$ cat src/rtl/abm_pkg.sv
package abm_pkg;

  localparam logic [1:0] BURST_INCR = 2'b01;

  typedef enum logic [1:0] {
    WR_IDLE,
    WR_ADDR,
    WR_DATA,
    WR_RESP
  } wrState_e;

  typedef enum logic [1:0] {
    RD_IDLE,
    RD_ADDR,
    RD_DATA
  } rdState_e;

  // strobes from control to datapath
  typedef struct packed {
    logic latchCmd;
    logic loadBeat;
    logic checkB;
    logic takeR;
  } dpCtrl_t;

endpackage

$ cat src/rtl/abm_ctrl.sv
module abm_ctrl
  import abm_pkg::*;
(
  input  logic    clk,
  input  logic    rstN,
  input  logic    cmdValid,
  input  logic    cmdWrite,
  input  logic    wrDataValid,
  input  logic    awReady,
  input  logic    wReady,
  input  logic    bValid,
  input  logic    arReady,
  input  logic    rValid,
  input  logic    rLast,
  input  logic    wLastQ,
  input  logic    allLoaded,
  output logic    cmdReady,
  output logic    busy,
  output logic    wrDataReady,
  output logic    awValid,
  output logic    wValid,
  output logic    bReady,
  output logic    arValid,
  output logic    rReady,
  output logic    done,
  output dpCtrl_t ctl
);

  wrState_e wrQ;
  rdState_e rdQ;
  logic awValidQ, wValidQ, arValidQ, doneQ;
  logic idle, accept, wHs;

  assign idle        = (wrQ == WR_IDLE) && (rdQ == RD_IDLE);
  assign cmdReady    = idle;
  assign busy        = !idle;
  assign accept      = cmdValid && idle;
  assign wHs         = wValidQ && wReady;
  assign wrDataReady = (wrQ == WR_DATA) && (!wValidQ || wReady) && !allLoaded;
  assign bReady      = (wrQ == WR_RESP);
  assign rReady      = (rdQ == RD_DATA);

  assign ctl.latchCmd = accept;
  assign ctl.loadBeat = wrDataReady && wrDataValid;
  assign ctl.checkB   = bReady && bValid;
  assign ctl.takeR    = rReady && rValid;

  assign awValid = awValidQ;
  assign wValid  = wValidQ;
  assign arValid = arValidQ;
  assign done    = doneQ;

  // write state machine
  always_ff @(posedge clk) begin
    if (!rstN) begin
      wrQ      <= WR_IDLE;
      awValidQ <= 1'b0;
      wValidQ  <= 1'b0;
    end else begin
      case (wrQ)
        WR_IDLE: if (accept && cmdWrite) begin
          wrQ      <= WR_ADDR;
          awValidQ <= 1'b1;
        end
        WR_ADDR: if (awReady) begin
          wrQ      <= WR_DATA;
          awValidQ <= 1'b0;
        end
        WR_DATA: if (wHs && wLastQ) wrQ <= WR_RESP;
        WR_RESP: if (ctl.checkB) wrQ <= WR_IDLE;
        default: wrQ <= WR_IDLE;
      endcase
      if (ctl.loadBeat)  wValidQ <= 1'b1;
      else if (wHs)      wValidQ <= 1'b0;
    end
  end

  // read state machine
  always_ff @(posedge clk) begin
    if (!rstN) begin
      rdQ      <= RD_IDLE;
      arValidQ <= 1'b0;
    end else begin
      case (rdQ)
        RD_IDLE: if (accept && !cmdWrite) begin
          rdQ      <= RD_ADDR;
          arValidQ <= 1'b1;
        end
        RD_ADDR: if (arReady) begin
          rdQ      <= RD_DATA;
          arValidQ <= 1'b0;
        end
        RD_DATA: if (ctl.takeR && rLast) rdQ <= RD_IDLE;
        default: rdQ <= RD_IDLE;
      endcase
    end
  end

  always_ff @(posedge clk) begin
    if (!rstN) doneQ <= 1'b0;
    else       doneQ <= ctl.checkB || (ctl.takeR && rLast);
  end

  p_cmd_busy_r1: assert property (@(posedge clk) disable iff (!rstN)
    (cmdValid && cmdReady) |=> busy);
  p_aw_hold_r2: assert property (@(posedge clk) disable iff (!rstN)
    (awValid && !awReady) |=> awValid);
  p_ar_hold_r2: assert property (@(posedge clk) disable iff (!rstN)
    (arValid && !arReady) |=> arValid);
  p_w_hold_r3: assert property (@(posedge clk) disable iff (!rstN)
    (wValid && !wReady) |=> wValid);
  p_resp_after_last_r5: assert property (@(posedge clk) disable iff (!rstN)
    (wValid && wReady && wLastQ) |=> bReady);
  p_done_pulse_r5: assert property (@(posedge clk) disable iff (!rstN)
    done |=> !done);
  p_one_dir_r8: assert property (@(posedge clk) disable iff (!rstN)
    !((awValid || wValid || bReady) && (arValid || rReady)));

endmodule

$ cat src/rtl/abm_datapath.sv
module abm_datapath
  import abm_pkg::*;
#(
  parameter int ADDR_W = 32,
  parameter int DATA_W = 32,
  parameter int ID_W   = 4,
  parameter int LEN_W  = 4
) (
  input  logic              clk,
  input  logic              rstN,
  input  dpCtrl_t           ctl,
  input  logic [ADDR_W-1:0] cmdAddr,
  input  logic [LEN_W-1:0]  cmdLen,
  input  logic [ID_W-1:0]   cmdId,
  input  logic [DATA_W-1:0] wrData,
  input  logic [ID_W-1:0]   bId,
  input  logic [1:0]        bResp,
  input  logic [ID_W-1:0]   rId,
  input  logic [DATA_W-1:0] rData,
  input  logic [1:0]        rResp,
  input  logic              rLast,
  output logic [ADDR_W-1:0] addrQ,
  output logic [LEN_W-1:0]  lenQ,
  output logic [ID_W-1:0]   idQ,
  output logic [DATA_W-1:0] wDataQ,
  output logic              wLastQ,
  output logic              allLoaded,
  output logic [DATA_W-1:0] rdData,
  output logic              rdDataValid,
  output logic              rdLast,
  output logic              error
);

  localparam int CNT_W = LEN_W + 1;

  logic [CNT_W-1:0] loadCnt;
  logic lastLoad, bBad, rBad, errQ;

  assign lastLoad  = (loadCnt == {1'b0, lenQ});
  assign allLoaded = (loadCnt > {1'b0, lenQ});
  assign bBad      = (bResp >= 2'b10) || (bId != idQ);
  assign rBad      = (rResp >= 2'b10) || (rId != idQ);
  assign error     = errQ;

  always_ff @(posedge clk) begin
    if (!rstN) begin
      addrQ   <= '0;
      lenQ    <= '0;
      idQ     <= '0;
      loadCnt <= '0;
      wDataQ  <= '0;
      wLastQ  <= 1'b0;
      errQ    <= 1'b0;
    end else begin
      if (ctl.latchCmd) begin
        addrQ   <= cmdAddr;
        lenQ    <= cmdLen;
        idQ     <= cmdId;
        loadCnt <= '0;
        wLastQ  <= 1'b0;
        errQ    <= 1'b0;
      end else begin
        if (ctl.loadBeat) begin
          wDataQ  <= wrData;
          wLastQ  <= lastLoad;
          loadCnt <= loadCnt + 1'b1;
        end
        if ((ctl.checkB && bBad) || (ctl.takeR && rBad)) errQ <= 1'b1;
      end
    end
  end

  always_ff @(posedge clk) begin
    if (!rstN) begin
      rdData      <= '0;
      rdDataValid <= 1'b0;
      rdLast      <= 1'b0;
    end else begin
      rdDataValid <= ctl.takeR;
      rdLast      <= ctl.takeR && rLast;
      if (ctl.takeR) rdData <= rData;
    end
  end

  p_err_clear_r7: assert property (@(posedge clk) disable iff (!rstN)
    ctl.latchCmd |=> !error);
  p_rd_capture_r6: assert property (@(posedge clk) disable iff (!rstN)
    ctl.takeR |=> rdDataValid);
  p_no_overrun_r4: assert property (@(posedge clk) disable iff (!rstN)
    ctl.loadBeat |-> !allLoaded);

endmodule

$ cat src/rtl/axi3_burst_master.sv
module axi3_burst_master
  import abm_pkg::*;
#(
  parameter int ADDR_W = 32,
  parameter int DATA_W = 32,
  parameter int ID_W   = 4,
  parameter int LEN_W  = 4
) (
  input  logic              clk,
  input  logic              rstN,
  input  logic              cmdValid,
  output logic              cmdReady,
  input  logic              cmdWrite,
  input  logic [ADDR_W-1:0] cmdAddr,
  input  logic [LEN_W-1:0]  cmdLen,
  input  logic [ID_W-1:0]   cmdId,
  input  logic [DATA_W-1:0] wrData,
  input  logic              wrDataValid,
  output logic              wrDataReady,
  output logic [DATA_W-1:0] rdData,
  output logic              rdDataValid,
  output logic              rdLast,
  output logic              busy,
  output logic              done,
  output logic              error,
  output logic [ID_W-1:0]   awId,
  output logic [ADDR_W-1:0] awAddr,
  output logic [LEN_W-1:0]  awLen,
  output logic [2:0]        awSize,
  output logic [1:0]        awBurst,
  output logic [1:0]        awLock,
  output logic [3:0]        awCache,
  output logic [2:0]        awProt,
  output logic              awValid,
  input  logic              awReady,
  output logic [ID_W-1:0]   wId,
  output logic [DATA_W-1:0] wData,
  output logic [DATA_W/8-1:0] wStrb,
  output logic              wLast,
  output logic              wValid,
  input  logic              wReady,
  input  logic [ID_W-1:0]   bId,
  input  logic [1:0]        bResp,
  input  logic              bValid,
  output logic              bReady,
  output logic [ID_W-1:0]   arId,
  output logic [ADDR_W-1:0] arAddr,
  output logic [LEN_W-1:0]  arLen,
  output logic [2:0]        arSize,
  output logic [1:0]        arBurst,
  output logic [1:0]        arLock,
  output logic [3:0]        arCache,
  output logic [2:0]        arProt,
  output logic              arValid,
  input  logic              arReady,
  input  logic [ID_W-1:0]   rId,
  input  logic [DATA_W-1:0] rData,
  input  logic [1:0]        rResp,
  input  logic              rLast,
  input  logic              rValid,
  output logic              rReady
);

  localparam int STRB_W = DATA_W / 8;
  localparam logic [2:0] SIZE_CODE = 3'($clog2(STRB_W));

  dpCtrl_t ctl;
  logic [ADDR_W-1:0] addrQ;
  logic [LEN_W-1:0]  lenQ;
  logic [ID_W-1:0]   idQ;
  logic              wLastQ, allLoaded;

  abm_ctrl u_ctrl (
    .clk        (clk),
    .rstN       (rstN),
    .cmdValid   (cmdValid),
    .cmdWrite   (cmdWrite),
    .wrDataValid(wrDataValid),
    .awReady    (awReady),
    .wReady     (wReady),
    .bValid     (bValid),
    .arReady    (arReady),
    .rValid     (rValid),
    .rLast      (rLast),
    .wLastQ     (wLastQ),
    .allLoaded  (allLoaded),
    .cmdReady   (cmdReady),
    .busy       (busy),
    .wrDataReady(wrDataReady),
    .awValid    (awValid),
    .wValid     (wValid),
    .bReady     (bReady),
    .arValid    (arValid),
    .rReady     (rReady),
    .done       (done),
    .ctl        (ctl)
  );

  abm_datapath #(
    .ADDR_W(ADDR_W), .DATA_W(DATA_W), .ID_W(ID_W), .LEN_W(LEN_W)
  ) u_dp (
    .clk        (clk),
    .rstN       (rstN),
    .ctl        (ctl),
    .cmdAddr    (cmdAddr),
    .cmdLen     (cmdLen),
    .cmdId      (cmdId),
    .wrData     (wrData),
    .bId        (bId),
    .bResp      (bResp),
    .rId        (rId),
    .rData      (rData),
    .rResp      (rResp),
    .rLast      (rLast),
    .addrQ      (addrQ),
    .lenQ       (lenQ),
    .idQ        (idQ),
    .wDataQ     (wData),
    .wLastQ     (wLastQ),
    .allLoaded  (allLoaded),
    .rdData     (rdData),
    .rdDataValid(rdDataValid),
    .rdLast     (rdLast),
    .error      (error)
  );

  assign awId    = idQ;
  assign awAddr  = addrQ;
  assign awLen   = lenQ;
  assign awSize  = SIZE_CODE;
  assign awBurst = BURST_INCR;
  assign awLock  = '0;
  assign awCache = '0;
  assign awProt  = '0;
  assign wId     = idQ;
  assign wStrb   = '1;
  assign wLast   = wLastQ;
  assign arId    = idQ;
  assign arAddr  = addrQ;
  assign arLen   = lenQ;
  assign arSize  = SIZE_CODE;
  assign arBurst = BURST_INCR;
  assign arLock  = '0;
  assign arCache = '0;
  assign arProt  = '0;

  p_aw_fields_stable_r2: assert property (@(posedge clk) disable iff (!rstN)
    (awValid && !awReady) |=> ($stable(awAddr) && $stable(awLen) && $stable(awId)));
  p_ar_fields_stable_r2: assert property (@(posedge clk) disable iff (!rstN)
    (arValid && !arReady) |=> ($stable(arAddr) && $stable(arLen) && $stable(arId)));
  p_wdata_stable_r3: assert property (@(posedge clk) disable iff (!rstN)
    (wValid && !wReady) |=> ($stable(wData) && $stable(wLast)));
  p_ready_idle_r1: assert property (@(posedge clk) disable iff (!rstN)
    done |-> !busy);

endmodule

$ cat config.mk
export PLATFORM = sky130hd
export DESIGN_NAME = axi3_burst_master
export DESIGN_NICKNAME = d
export VERILOG_FILES = /design/src/rtl/abm_pkg.sv /design/src/rtl/abm_ctrl.sv /design/src/rtl/abm_datapath.sv /design/src/rtl/axi3_burst_master.sv
export SDC_FILE = /design/constraint.sdc
export NUM_CORES = 1
export LEC_CHECK = 0
export ABC_AREA = 1
export BUFFER_PORTS_ARGS = -buffer_cell sky130_fd_sc_hd__buf_2
export CAP_MARGIN = 20
export CORE_AREA = 10 10 150 111
export CTS_BUF_LIST = sky130_fd_sc_hd__clkbuf_16
export CTS_CLUSTER_SIZE = 25
export DETAILED_ROUTE_END_ITERATION = 10
export DIE_AREA = 0 0 160 121
export HOLD_SLACK_MARGIN = 0.15
export PLACE_DENSITY_LB_ADDON = 0.2
export SLEW_MARGIN = 20
export SYNTH_ARGS = -nofsm -noshare
export SYNTH_HDL_FRONTEND = slang
export SYNTH_SLANG_ARGS = --single-unit
$ cat constraint.sdc
create_clock -name clk -period 2.6 [get_ports clk]
set_clock_uncertainty 0.2 [all_clocks]
set_input_delay 0.65 -clock clk [delete_from_list [all_inputs] [get_ports clk]]
set_output_delay 0.65 -clock clk [all_outputs]
set_load 0.02 [all_outputs]
* Word-level counts from Yosys, hierarchy flattened
Cells that the tools add are included.
** Storage, ports and cells
- Flip-flop bits (word level) :: 121
- Bits of input ports :: 127
- Output and inout bits :: 193
- Word-level logic and storage cells :: 88
** Cells by class
- Add/subtract/negate cells :: 1
- Order comparisons :: 3
- Equality and inequality tests :: 15
- Muxes and demuxes :: 17
- Bitwise logic cells :: 2
- Reduce and logical (&&, ||, !) cells :: 34
** Operators by type and width (number)
- 1-bit logical AND :: 14
- 2-bit 2-to-1 mux :: 7
- 2-bit inequality test (second input constant) :: 7
- 3-bit AND reduction :: 3
- 4-bit inequality test :: 2
- 2-bit one-hot mux with 4 select lines :: 1
- 2-bit equality test (second input constant) :: 3
- 1-bit 2-to-1 mux :: 6
- 2-bit one-hot mux with 3 select lines :: 1
- 2-bit nonzero test :: 3
- 5-bit by 1-bit adder with 5-bit output (second input constant) :: 1
- 5-bit by 4-bit equality test with 1-bit output :: 1
- 5-bit by 4-bit greater-than comparator with 1-bit output :: 1
- 1-bit logical OR :: 5
- 2-bit by 1-bit equality test with 1-bit output (second input constant) :: 2
- 2-bit greater-or-equal comparator (second input constant) :: 2
- 1-bit logical NOT :: 4
- 2-bit logical NOT :: 2
- 1-bit one-hot mux with 2 select lines :: 2
- 4-bit AND reduction :: 1
- 1-bit NOT :: 2
- 2-bit AND reduction :: 1
- 2-bit OR reduction :: 1

* Logic depth before layout (Yosys ltp)
- Depth in word-level cells :: 6
- Gate-level depth with buffers :: 12
- Depth with buffers taken out :: 11

* Modules after synthesis
A second synthesis with hierarchy kept.
** Second synthesis, totals
- Cells, all modules :: 684
- Area, all modules :: 5255.0 µm²
** By module, submodules not included
- abm_datapath :: instances 1, cells each 538, area each 4184.0 µm², seq. area each 2262.2 µm²
- axi3_burst_master :: instances 1, cells each 78, area each 578.1 µm², seq. area each 0.0 µm²
- abm_ctrl :: instances 1, cells each 68, area each 493.0 µm², seq. area each 160.2 µm²

* Worst setup path before layout
Ideal clock, no wire load.
- Kind :: register to output
- From :: register u_dp.lenQ[3]
- To :: output wrDataReady
- Data arrival time :: 1543 ps
- Path slack :: 207 ps
- Cell stages (with the launch flop) :: 8
- Cell sequence :: dfxtp_1 inv_1 ha_1 nand2_1 inv_1 nand3_1 nand3_1 a21boi_1
** On the way
- Longest elaborated chain between the ends :: 3
** RTL lines
- start: declaration :: line abm_datapath.sv:23 : output logic [LEN_W-1:0] lenQ,
- start signal: assignment :: line abm_datapath.sv:57 : lenQ <= cmdLen;
- 5-bit by 4-bit greater-than comparator with 1-bit output :: line abm_datapath.sv:40 : assign allLoaded = (loadCnt > {1'b0, lenQ});
- 1-bit logical NOT :: line abm_ctrl.sv:39 : assign wrDataReady = (wrQ == WR_DATA) && (!wValidQ || wReady) && !allLoaded;
- 1-bit logical AND :: line abm_ctrl.sv:39
- end: declaration :: line axi3_burst_master.sv:19 : output logic wrDataReady,
No other way between the ends.

* Worst setup path after layout
- From :: register u_dp.lenQ[1]
- To :: output wrDataReady
Same word-level chain as after synthesis.

==> run metrics <==
post-synth cell types 31; first-pass GRT wire length 26000 µm; Max IR drop VDD 0.550 mV; overflow left after global routing 0; crit start category flip-flop; Setup Crit Path Kind reg2out; number of synthesis warnings 0; max cap viols 0; clk slew on worst S/H paths 60 ps; CP endpoint kind output port; Cells after DPL 1148; area grow syn2layout 33.9%; I/O Buffers 285; HP Class reg2reg; post-synthesis adder-cell area fraction 2.32%; Avg Inst Size Synth 7.28 µm²; CTS tree yes; vias post-DR 5053; PD cells 979 nW/µm²; Synth Area in XOR/XNOR 0.649%; layout cells sized above 1 35.3%; reg2reg path depth 8; IO Count 320; FF-to-FF setup slack 600 ps; initial antenna violation count 2; FF+latch count, synth 121; Pre-antenna DRT Iters 4; fin crit share 97.0%; post-DP HPWL 13000 µm; met1 Usage GRT 18.9%; mux contribution to synthesized area 0%; Syn Std Cell Area 5400 µm²; total core area 13700 µm²; Residual DRC 0; Synth Area in Compound Gates 9.57%; Die Ht 121 µm; WL/cell 14.3 µm; hold_buf cts 0; final setup fails 0; most common library cell in the layout ignoring fill and taps buf_2; Hold Path Stages 2; Worst Hold Endpoint u_dp.rdData[21]$_SDFFE_PN0N_; Min Clock Period, post-route 2520 ps; sequential-to-total area share from yosys stat 44.9%; crit path DAT 1670 ps; CP required 1750 ps; crit-path max FO 3; vias in the first global route 4851; Finished Cell Area 7230 µm²; DR iter-0 viols 322; min-delay src u_dp.rdData[21]$_SDFFE_PN0N_; largest family of logic cells by synthesized area simple AND/OR/NAND/NOR gates; clk root buf clkbuf_16; Top Usage Layer GRT met2; Fin. Hold Viols 0; Bufs on Longest Clock Path 2; # clock sinks 121; most frequent cells in the layout buf_2, nand2_1, nor2_1; WL final 16900 µm; post-route insts no fill 1183; Fmax achieved 397 MHz; reg2reg start u_ctrl.wrQ[0]$_SDFFE_PN0P_; post-place instance area 6550 µm²; Total Power 7.08 mW; register area 2430 µm²; Mapped Cells 742; P_leak 3.94 nW; die footprint 19400 µm²; RD Place Congestion 0.782; Synth Area in Simple Gates 24.2%; Initial Utilization 39.4%; status complete, no violations; met2 usage 26.2%; M3 GR Usage 8.68%; Final ANT Viol Nets 0; Nets 1116; total global-route track usage 16.4%; number of buffers created by CTS 17; drt via density 4.27; # H-tree levels 4; R2R Path End u_ctrl.arValid$_SDFFE_PN0P_; die width 160 µm; clk_lat worst skew 400 ps; Rows 36; filler instances 1399; max-slew violations 0; area of the multi-input gates 2150 µm²; pin count of the biggest net entering global routing 75
## state kept, by name, indices dropped and copies added (netlist names), 2 cells and up
| register | cells |
|---|---|
| u_dp.idQ | 4 |
| u_dp.rdData | 32 |
| u_dp.wDataQ | 32 |
| u_ctrl.wrQ | 2 |
| u_dp.loadCnt | 5 |
| u_dp.lenQ | 4 |
| u_ctrl.rdQ | 2 |
| u_dp.addrQ | 32 |
## critical path, cell delays in order, from the launching register on
cell	delay (ps)
dfxtp_2	330
inv_2	50
ha_4	250
inv_1	40
nor2_2	140
nand3_2	120
a21boi_2	200
buf_6	150
## through the flow
step                setup TNS (ps)  setup slack [ps]  hold WS [ps]  util [%]
global placement                 0               407           249      47.9
CTS                              0              4.74           249      52.4
detailed placement               0               372           255      47.9
global route                 -2.91             -2.91           265      52.8
floorplan                        0               207           244         -
finish                           0              78.3           262      52.8
## per-layer routing
layer,share of wire (%),up-vias
met4,0.95,4
met1,42,2176
met5,0.16,-
met3,11,16
met2,46,199
li1,-,2658
## worst max-delay path by stage
stage,cells after the start,to,startpoint
after floorplan,7,wrDataReady,u_dp.lenQ[3]$_SDFFE_PN0P_
after global placement,8,wrDataReady,u_dp.lenQ[3]$_SDFFE_PN0P_
after detailed placement,8,wrDataReady,u_dp.lenQ[3]$_SDFFE_PN0P_
after CTS,8,wrDataReady,u_dp.lenQ[3]$_SDFFE_PN0P_
after global routing,7,wrDataReady,u_dp.lenQ[1]$_SDFFE_PN0P_
final,7,wrDataReady,u_dp.lenQ[1]$_SDFFE_PN0P_
## power by group
part           leakage [nW]  switching (mW)  internal (mW)  total (mW)
combinational          2.67            1.59          0.754        2.34
sequential            0.988           0.214           2.15        2.36
clock                 0.285           0.865           1.51        2.37
## what timing repair did
| action | CTS | global route |
|---|---|---|
| pin swaps | 1 | 5 |
| setup endpoints to repair | 1 | 1 |
| setup buffers | 0 | 2 |
| gates resized for setup | 6 | 11 |
## cells in the mapped netlist, drive strengths merged
cell type / count / share of area (%)
a21boi: 2 / 0.35
buf: 89 / 12
conb: 2 / 0.14
xor2: 3 / 0.49
nand2: 162 / 11
a21oi: 53 / 4.9
inv: 64 / 4.4
a211oi: 1 / 0.14
nand4: 3 / 0.63
and3: 1 / 0.12
dfxtp: 121 / 45
o22ai: 2 / 0.23
nor2: 145 / 10
nand3b: 1 / 0.14
clkbuf: 20 / 1.4
o21ai: 41 / 3.8
ha: 10 / 2.3
a22oi: 1 / 0.14
nand3: 14 / 1.3
or2: 1 / 0.12
nor3: 3 / 0.49
clkinv: 2 / 0.16
xnor2: 1 / 0.16
## cell families (layout without fill, tap and decap cells)
group | Yosys count | count (layout)
adder cells (fa/ha/maj) | 10 | 10
other | 2 | 33
buffers and inverters | 175 | 395
flip-flops | 121 | 121
AO/OA/AOI/OAI | 100 | 100
XOR/XNOR | 4 | 4
AND/OR/NAND/NOR | 330 | 330
## cell type report
cell class | instances | area share, %
Sequential cell | 121 | 33.6
Multi-Input combinational cell | 476 | 29.7
Timing Repair Buffer | 297 | 21.6
Clock buffer | 17 | 5.88
Inverter | 66 | 3.44
Tap cell | 190 | 3.29
Clock inverter | 15 | 2.44
Antenna cell | 1 | 0.0346
Power figures use the tool's default switching activity.
